**config.mk**
```make
export PLATFORM = sky130hd
export DESIGN_NAME = modem_ctl_stat
export DESIGN_NICKNAME = d
export VERILOG_FILES = /design/src/rtl/mcs_pkg.sv /design/src/rtl/mcs_sync.sv /design/src/rtl/mcs_ctrl.sv /design/src/rtl/mcs_delta.sv /design/src/rtl/modem_ctl_stat.sv
export SDC_FILE = /design/constraint.sdc
export NUM_CORES = 1
export LEC_CHECK = 0
export CORE_MARGIN = 3
export CORE_UTILIZATION = 35
export DETAILED_ROUTE_END_ITERATION = 16
export GPL_TIMING_DRIVEN = 1
export PLACE_DENSITY = 0.6
export SYNTH_ARGS = -nofsm -noshare
export SYNTH_HDL_FRONTEND = slang
export SYNTH_SLANG_ARGS = --single-unit
```
**constraint.sdc**
```tcl
create_clock -name clk -period 3.3 [get_ports clk]
set_clock_uncertainty 0.1 [all_clocks]
set_input_delay 0.66 -clock clk [delete_from_list [all_inputs] [get_ports clk]]
set_output_delay 0.66 -clock clk [all_outputs]
set_load 0.01 [all_outputs]
```
**src/rtl/mcs_pkg.sv**
```systemverilog
package mcs_pkg;
  localparam int LINES    = 4;
  localparam int BYTE_W   = 8;
  localparam int C_DTR    = 0;
  localparam int C_RTS    = 1;
  localparam int C_OUT1   = 2;
  localparam int C_OUT2   = 3;
  localparam int C_LOOP   = 4;
  localparam int CTRL_W   = 5;

  // asserted-high view of the handshake inputs; order matches status bits 7..4
  typedef struct packed {
    logic dcd;
    logic ri;
    logic dsr;
    logic cts;
  } lines_t;
endpackage

```
**src/rtl/mcs_sync.sv**
```systemverilog
module mcs_sync #(
  parameter int WIDTH  = 4,
  parameter int STAGES = 2
) (
  input  logic             clk,
  input  logic             rst,
  input  logic [WIDTH-1:0] d,
  output logic [WIDTH-1:0] q
);
  localparam int CHAIN_W = WIDTH * STAGES;

  logic [CHAIN_W-1:0] chain;

  generate
    if (STAGES == 1) begin : g_single
      always_ff @(posedge clk) begin
        if (rst) chain <= '0;
        else     chain <= d;
      end
    end else begin : g_shift
      always_ff @(posedge clk) begin
        if (rst) chain <= '0;
        else     chain <= {chain[CHAIN_W-WIDTH-1:0], d};
      end
    end
  endgenerate

  assign q = chain[CHAIN_W-1 -: WIDTH];
endmodule

```
**src/rtl/mcs_ctrl.sv**
```systemverilog
module mcs_ctrl
  import mcs_pkg::*;
(
  input  logic              clk,
  input  logic              rst,
  input  logic              wr_en,
  input  logic [CTRL_W-1:0] wr_bits,
  output logic [CTRL_W-1:0] ctrl_q,
  output logic              dtr_n,
  output logic              rts_n,
  output logic              out1_n,
  output logic              out2_n
);
  always_ff @(posedge clk) begin
    if (rst) begin
      ctrl_q <= '0;
      dtr_n  <= 1'b1;
      rts_n  <= 1'b1;
      out1_n <= 1'b1;
      out2_n <= 1'b1;
    end else if (wr_en) begin
      ctrl_q <= wr_bits;
      dtr_n  <= wr_bits[C_LOOP] | ~wr_bits[C_DTR];
      rts_n  <= wr_bits[C_LOOP] | ~wr_bits[C_RTS];
      out1_n <= wr_bits[C_LOOP] | ~wr_bits[C_OUT1];
      out2_n <= wr_bits[C_LOOP] | ~wr_bits[C_OUT2];
    end
  end

  // loopback keeps every external output inactive
  a_r7_loop_pins_idle: assert property (@(posedge clk) disable iff (rst)
    ctrl_q[C_LOOP] |-> (dtr_n && rts_n && out1_n && out2_n));

  // a normal write drives DTR to the complement of bit 0
  a_r1_dtr_follows: assert property (@(posedge clk) disable iff (rst)
    (wr_en && !wr_bits[C_LOOP]) |=> (dtr_n == !$past(wr_bits[C_DTR])));
endmodule

```
**src/rtl/mcs_delta.sv**
```systemverilog
module mcs_delta
  import mcs_pkg::*;
(
  input  logic              clk,
  input  logic              rst,
  input  lines_t            cur,
  input  logic              rd_en,
  output logic [BYTE_W-1:0] rd_data,
  output logic              chg_flag
);
  lines_t            prev;
  logic [LINES-1:0]  delta;
  logic [LINES-1:0]  edges;
  logic [LINES-1:0]  delta_nx;

  // change bits in status order: dcd change, ri trailing, dsr change, cts change
  always_comb begin
    edges[3] = cur.dcd ^ prev.dcd;
    edges[2] = prev.ri & ~cur.ri;
    edges[1] = cur.dsr ^ prev.dsr;
    edges[0] = cur.cts ^ prev.cts;
    delta_nx = rd_en ? edges : (delta | edges);
  end

  always_ff @(posedge clk) begin
    if (rst) begin
      prev     <= '0;
      delta    <= '0;
      rd_data  <= '0;
      chg_flag <= 1'b0;
    end else begin
      prev     <= cur;
      delta    <= delta_nx;
      chg_flag <= |(delta_nx & ~delta);
      if (rd_en) rd_data <= {cur, delta};
    end
  end

  // a read with no new edge leaves all change bits clear
  a_r6_read_clears: assert property (@(posedge clk) disable iff (rst)
    (rd_en && (edges == '0)) |=> (delta == '0));

  // without a read, no change bit falls
  a_r4_sticky: assert property (@(posedge clk) disable iff (rst)
    !rd_en |=> ((delta & $past(delta)) == $past(delta)));

  // the RI change bit only rises after RI was released
  a_r5_ri_trailing: assert property (@(posedge clk) disable iff (rst)
    $rose(delta[2]) |-> $past(prev.ri && !cur.ri));

  // the change flag only pulses when some change bit is set
  a_r8_flag_has_bit: assert property (@(posedge clk) disable iff (rst)
    chg_flag |-> (delta != '0));
endmodule

```
**src/rtl/modem_ctl_stat.sv**
```systemverilog
module modem_ctl_stat
  import mcs_pkg::*;
#(
  parameter int SYNC_STAGES = 2
) (
  input  logic       clk,
  input  logic       rst,
  input  logic       wr_en,
  input  logic [7:0] wr_data,
  input  logic       rd_en,
  output logic [7:0] rd_data,
  output logic       dtr_n,
  output logic       rts_n,
  output logic       out1_n,
  output logic       out2_n,
  input  logic       cts_n,
  input  logic       dsr_n,
  input  logic       ri_n,
  input  logic       dcd_n,
  output logic       chg_flag
);
  logic [CTRL_W-1:0] ctrl_q;
  logic [LINES-1:0]  pins_asserted;
  logic [LINES-1:0]  synced;
  lines_t            ext_lines;
  lines_t            loop_lines;
  lines_t            cur;
  logic              unused_reserved;

  assign unused_reserved = ^wr_data[BYTE_W-1:CTRL_W];

  mcs_ctrl u_ctrl (
    .clk    (clk),
    .rst    (rst),
    .wr_en  (wr_en),
    .wr_bits(wr_data[CTRL_W-1:0]),
    .ctrl_q (ctrl_q),
    .dtr_n  (dtr_n),
    .rts_n  (rts_n),
    .out1_n (out1_n),
    .out2_n (out2_n)
  );

  assign pins_asserted = ~{dcd_n, ri_n, dsr_n, cts_n};

  mcs_sync #(.WIDTH(LINES), .STAGES(SYNC_STAGES)) u_sync (
    .clk(clk),
    .rst(rst),
    .d  (pins_asserted),
    .q  (synced)
  );

  always_comb begin
    ext_lines      = lines_t'(synced);
    loop_lines.dcd = ctrl_q[C_OUT2];
    loop_lines.ri  = ctrl_q[C_OUT1];
    loop_lines.dsr = ctrl_q[C_DTR];
    loop_lines.cts = ctrl_q[C_RTS];
    cur            = ctrl_q[C_LOOP] ? loop_lines : ext_lines;
  end

  mcs_delta u_delta (
    .clk     (clk),
    .rst     (rst),
    .cur     (cur),
    .rd_en   (rd_en),
    .rd_data (rd_data),
    .chg_flag(chg_flag)
  );
endmodule

```
==> impl_metrics.tcl, run 1 <==
set metrics [dict create \
    endpoint_kind "output port" \
    synth_ff_type "dfxtp_1" \
    synth_fp_nets 134 \
    final_cells 189 \
    worst_slack_ns 1.33 \
    wirelength_um 2070 \
    design_area_um2 1590 \
    synthArstFlopShare 0 \
    seqPwrFrac 0.539 \
    fin_crit_ns 1.97 \
    critPathRequiredTime_ns 2.54 \
    cts.repair.resized 0 \
    layout-drive-gt1-share 0.0897 \
    synth.area.top_cells "dfxtp_1 (55%), mux2i_1 (8.1%), nor2_1 (6.7%)" \
    crit_buf_inv 1 \
    hold_depth 1 \
    slowest_delay_ns 0.54 \
    ctsHoldBuffers 0 \
    grt_overflow 0 \
    fin_setup_tns_ns 0 \
    startpoint_type "flip-flop" \
    cp_slowest_cell "clkdlybuf4s50_1" \
    min_path_type "reg -> reg" \
    cp.arrival_ns 1.21 \
    syn_to_final_growth_pct 28.6 \
    syn_avg_cell_area_um2 10.5 \
    cp_top_family "buffers and inverters" \
    fill_cells 323 \
    synth_edf_count 0 \
    dieArea_um2 4290 \
    postCtsSetupBuffers 0 \
    initial_core_util 0.386 \
    p_per_area_nw_per_um2 518 \
    track_usage 0.115 \
    ys_seq_elements 34 \
    internal_power_uw 638 \
    fp-row-count 20 \
    ant_nets 0 \
    finalHoldViolCount 0 \
    setup_viol 0 \
    slew_headroom 0.582 \
    drt_iter0_markers 21 \
    place_inst 181 \
    status "completed" \
    worst_slew_pin_slew_ns 0.624 \
    synth_area_um2 1240 \
    clock-root-buffer "clkbuf_4" \
    vias 866 \
    ios 29 \
    clk_latency_ns 0.33 \
    leakage_uw 0.000614 \
    wire_per_inst_um 10.9 \
    dp_hpwl_um 1460 \
    nNetsFinal 160 \
    multiInputGateArea_um2 520 \
    coreArea_um2 3200 \
    fin_crit_sh 0.598 \
    fp.dieW_um 65.5 \
    port-buffer-count 25 \
    clock.fmax_mhz 506 \
    die_y_um 65.5 \
    cap_viol_max_count 0 \
    slew_violations 0 \
    power.total_uw 825 \
    drc 0 \
    crit_fanout 2 \
    path_cells "clkdlybuf4s50_1" \
    clk_pin_slew_ns 0.10 \
    power_switching_uw 187 \
    diodes 0 \
    switching_share 0.227 \
    antenna_found_initial 0 \
    worst-path-stages 1 \
    pre_cts_ws_ns 1.21 \
    worstRegToRegCells 3 \
    ys_seq_area_frac 0.550 \
    clkPwrFrac 0.357 \
    seq_area_um2 681 \
    combPwrFrac 0.104 \
    gp_congestion 0.688 \
    synth_top_cell_area_share 0.550 \
    yosysTopAreaCell "dfxtp_1" \
    drtPass1Iterations 4 \
    layout_common_cells "dfxtp_1 (34), clkdlybuf4s50_1 (25), nor2_1 (22), mux2i_1 (10), nand2b_1 (10)" \
    avgViaCountPerCell 4.58 \
    tritoncts "yes" \
    rsz0062_at_grt "no" \
    yosysUniqueCellTypes 17 \
    clockBufferDepth 2 \
    final_common_cell "dfxtp_1" \
    numCtsBuffers 5 \
    grt_pass1_wl_um 3700 \
    yosys_warnings 0 \
    synth_cells 118 \
    dpl-instance-area_um2 1510 \
    grt_max_degree 23 \
    grt_pass1_vias 860 \
    irDropWorstVdd_v 0.000294 \
    crit_type "reg -> out" \
    htreeDepth 2 \
    cts_sinks 34 \
]
## metal layers
| layer | part of all wire | global-route usage | vias up |
|---|---|---|---|
| li1 | - | - | 447 |
| met1 | 0.46 | 0.132 | 396 |
| met2 | 0.47 | 0.178 | 16 |
| met3 | 0.043 | 0.0410 | 7 |
| met4 | 0.025 | 0.0751 | 0 |
| met5 | 0 | 0 | - |
## power groups by stage
stage / sequential (uW) / combinational, uW / clock (uW)
CTS: 445 / 87.5 / 305
finish: 444 / 85.9 / 295
global route: 448 / 95.4 / 326
global placement: 454 / 85.4 / 0
detailed placement: 454 / 87.1 / 0
floorplan: 454 / 48.9 / 0
## flip-flops by register name, indices dropped and copies added (netlist names)
register          cells
u_ctrl.ctrl_q         5
u_ctrl.dtr_n          1
u_ctrl.out1_n         1
u_ctrl.out2_n         1
u_ctrl.rts_n          1
u_delta.chg_flag      1
u_delta.delta         4
u_delta.prev          4
u_delta.rd_data       8
u_sync.chain          8
## kinds of logic (layout without fill, tap and decap cells)
family	count (synthesis)	count (layout)	share of synthesized area
XOR/XNOR	3	3	0.0212
multiplexers	13	13	0.135
buffers and inverters	7	34	0.0293
AND/OR/NAND/NOR	45	45	0.179
flip-flops	34	34	0.550
AO/OA/AOI/OAI	16	16	0.0849
## area by class of cell
| cell class | count | area share |
|---|---|---|
| Clock buffer | 5 | 0.0236 |
| Clock inverter | 3 | 0.0252 |
| Multi-Input combinational cell | 77 | 0.327 |
| Sequential cell | 34 | 0.428 |
| Tap cell | 44 | 0.0346 |
| Timing Repair Buffer | 26 | 0.162 |
## cells in the mapped netlist, drive strengths merged, types with 2 or more instances
cell / count
a211oi: 4
o22ai: 3
nor2: 22
nand2: 3
buf: 3
a21oi: 7
nor2b: 8
dfxtp: 34
xor2: 3
clkbuf: 4
mux2i: 13
nand3b: 2
nand2b: 10
## per-stage QoR
stage	hold slack (ns)	util
6_report	0.342	0.497
5_1_grt	0.363	0.497
4_1_cts	0.347	0.497
3_5_place_dp	0.329	0.473
3_3_place_gp	0.321	0.473
2_1_floorplan	0.314	-
## path summary, 6_finish.rpt
kind	to	slack [ns]	start
max	rts_n	1.33	u_ctrl.rts_n$_SDFFE_PP1P_
min	u_sync.chain[6]$_SDFF_PP0_	0.34	u_sync.chain[2]$_SDFF_PP0_
max reg2reg	u_delta.chg_flag$_SDFF_PP0_	1.70	u_ctrl.ctrl_q[4]$_SDFFE_PP0P_
min reg2reg	u_sync.chain[6]$_SDFF_PP0_	0.34	u_sync.chain[2]$_SDFF_PP0_
(Power assumes the default switching activity.)
==> inputs of run 2 (changes only) <==
- clock period: 3.3 -> 2 ns (I/O delays scaled with it)
==> run 2 against run 1 <==
Clock power increased by 16%. Die area unchanged. Utilization down 0.78 points. Cell area fell by 1.6%. Cell count unchanged. Combinational power increased by 66%. Clock-buffer cell count rose by 2. First-iteration DRC count decreased by 33%. Largest power group unchanged.
==> impl_metrics.tcl, run 2 (same netlist as run 1, synthesis figures left out) <==
set metrics [dict create \
    fp.dieW_um 65.5 \
    drc 0 \
    final_common_cell "dfxtp_1" \
    slew_headroom 0.697 \
    wirelength_um 2060 \
    ant_nets 0 \
    grt_pass1_wl_um 3700 \
    largest_registers "u_delta.rd_data (8), u_sync.chain (8), u_ctrl.ctrl_q (5)" \
    layout_common_cells "dfxtp_1 (34), clkdlybuf4s50_1 (25), nor2_1 (22), mux2i_1 (10), nand2b_1 (10)" \
    irDropWorstVdd_v 0.000383 \
    fin_crit_sh 0.861 \
    cap_viol_max_count 0 \
    min_path_type "reg -> reg" \
    grt_max_degree 35 \
    fill_cells 311 \
    internal_power_uw 926 \
    track_usage 0.115 \
    cts_sinks 34 \
    clockBufferDepth 2 \
    worst_slack_ns 0.278 \
    fin_setup_tns_ns 0 \
    ios 29 \
    vias 835 \
    avgViaCountPerCell 4.42 \
    drt_iter0_markers 14 \
    die_y_um 65.5 \
    cp_slowest_cell "clkdlybuf4s50_1" \
    slowest_delay_ns 0.54 \
    nNetsFinal 161 \
    htreeDepth 2 \
    numCtsBuffers 5 \
    crit_fanout 2 \
    ctsHoldBuffers 0 \
    clock-root-buffer "clkbuf_4" \
    wire_per_inst_um 10.9 \
    postCtsSetupBuffers 0 \
    initial_core_util 0.386 \
    gp_congestion 0.658 \
    critPathRequiredTime_ns 1.50 \
    grt_pass1_vias 829 \
    finalHoldViolCount 0 \
    leakage_uw 0.000599 \
    cts.repair.resized 0 \
    clkPwrFrac 0.282 \
    fp-row-count 20 \
    rsz0062_at_grt "no" \
    slew_violations 0 \
    status "completed" \
    port-buffer-count 25 \
    antenna_found_initial 0 \
    worst_slew_pin_slew_ns 0.454 \
    grt_overflow 0 \
    layout-drive-gt1-share 0.0759 \
    dieArea_um2 4290 \
    path_cells "clkdlybuf4s50_1" \
    syn_to_final_growth_pct 26.6 \
    clock.fmax_mhz 581 \
    power_switching_uw 293 \
    clk_latency_ns 0.33 \
    seq_area_um2 681 \
    combPwrFrac 0.117 \
    crit_type "reg -> out" \
    switching_share 0.240 \
    setup_viol 0 \
    clk_pin_slew_ns 0.10 \
    startpoint_type "flip-flop" \
    coreArea_um2 3200 \
    cp.arrival_ns 1.22 \
    multiInputGateArea_um2 520 \
    crit_buf_inv 1 \
    p_per_area_nw_per_um2 778 \
    cp_top_family "buffers and inverters" \
    tritoncts "yes" \
    fin_crit_ns 1.72 \
    pre_cts_ws_ns 0.293 \
    seqPwrFrac 0.601 \
    endpoint_kind "output port" \
    diodes 0 \
    drtPass1Iterations 2 \
]
-- run 2: changes by cell type in the layout (fill, tap and decap cells not counted) --
cell / delta
buf_4: +1
clkbuf_1: +2
bufinv_16: -1
clkinv_2: -2
-- run 2: worst paths after layout --
| path | startpoint | to | slack, ns | depth (start not counted) |
|---|---|---|---|---|
| worst min register to register | u_sync.chain[0]$_SDFF_PP0_ | u_sync.chain[4]$_SDFF_PP0_ | 0.34 | 1 |
| worst min-delay path | u_sync.chain[0]$_SDFF_PP0_ | u_sync.chain[4]$_SDFF_PP0_ | 0.34 | 1 |
| worst max register to register | u_ctrl.ctrl_q[4]$_SDFFE_PP0P_ | u_delta.chg_flag$_SDFF_PP0_ | 0.40 | 3 |
| worst max-delay path | u_ctrl.out2_n$_SDFFE_PP1P_ | out2_n | 0.28 | 1 |
-- run 2: cell type report --
class                           count  share of cell area
Sequential cell                    34               0.435
Tap cell                           44              0.0351
Multi-Input combinational cell     77               0.332
Timing Repair Buffer               27               0.169
Clock buffer                        7              0.0288
-- run 2: worst register-to-register path, delay by kind of cell (launching register included) --
kind / cells / cell delay, ns
AO/OA/AOI/OAI: 1 / 0.12
flip-flops: 1 / 0.61
multiplexers: 2 / 0.66
-- run 2: metrics by stage --
stage,instance area [um^2],total power (uW),util,cells,hold WS [ns]
6_report,1570,1220,0.489,189,0.340
5_1_grt,1570,1290,0.489,189,0.358
4_1_cts,1570,1240,0.489,189,0.348
3_5_place_dp,1520,894,0.475,182,0.329
3_3_place_gp,1520,890,0.475,182,0.321
2_1_floorplan,1240,830,-,118,0.314
-- run 2: power by group through the flow --
stage | Sequential [uW] | Combinational, uW | Clock, uW
2_1_floorplan | 749 | 80.7 | 0
3_3_place_gp | 748 | 142 | 0
3_5_place_dp | 749 | 144 | 0
4_1_cts | 734 | 145 | 359
5_1_grt | 739 | 158 | 396
6_report | 733 | 143 | 343
-- run 2: per-layer routing --
| layer | vias up | GRT usage | wire, um | part of all wire |
|---|---|---|---|---|
| li1 | 443 | - | - | - |
| met1 | 369 | 0.134 | 940 | 0.46 |
| met3 | 8 | 0.0513 | 113 | 0.055 |
| met4 | 0 | 0.0622 | 49 | 0.024 |
| met2 | 15 | 0.177 | 961 | 0.47 |
| met5 | - | 0 | 0 | 0 |
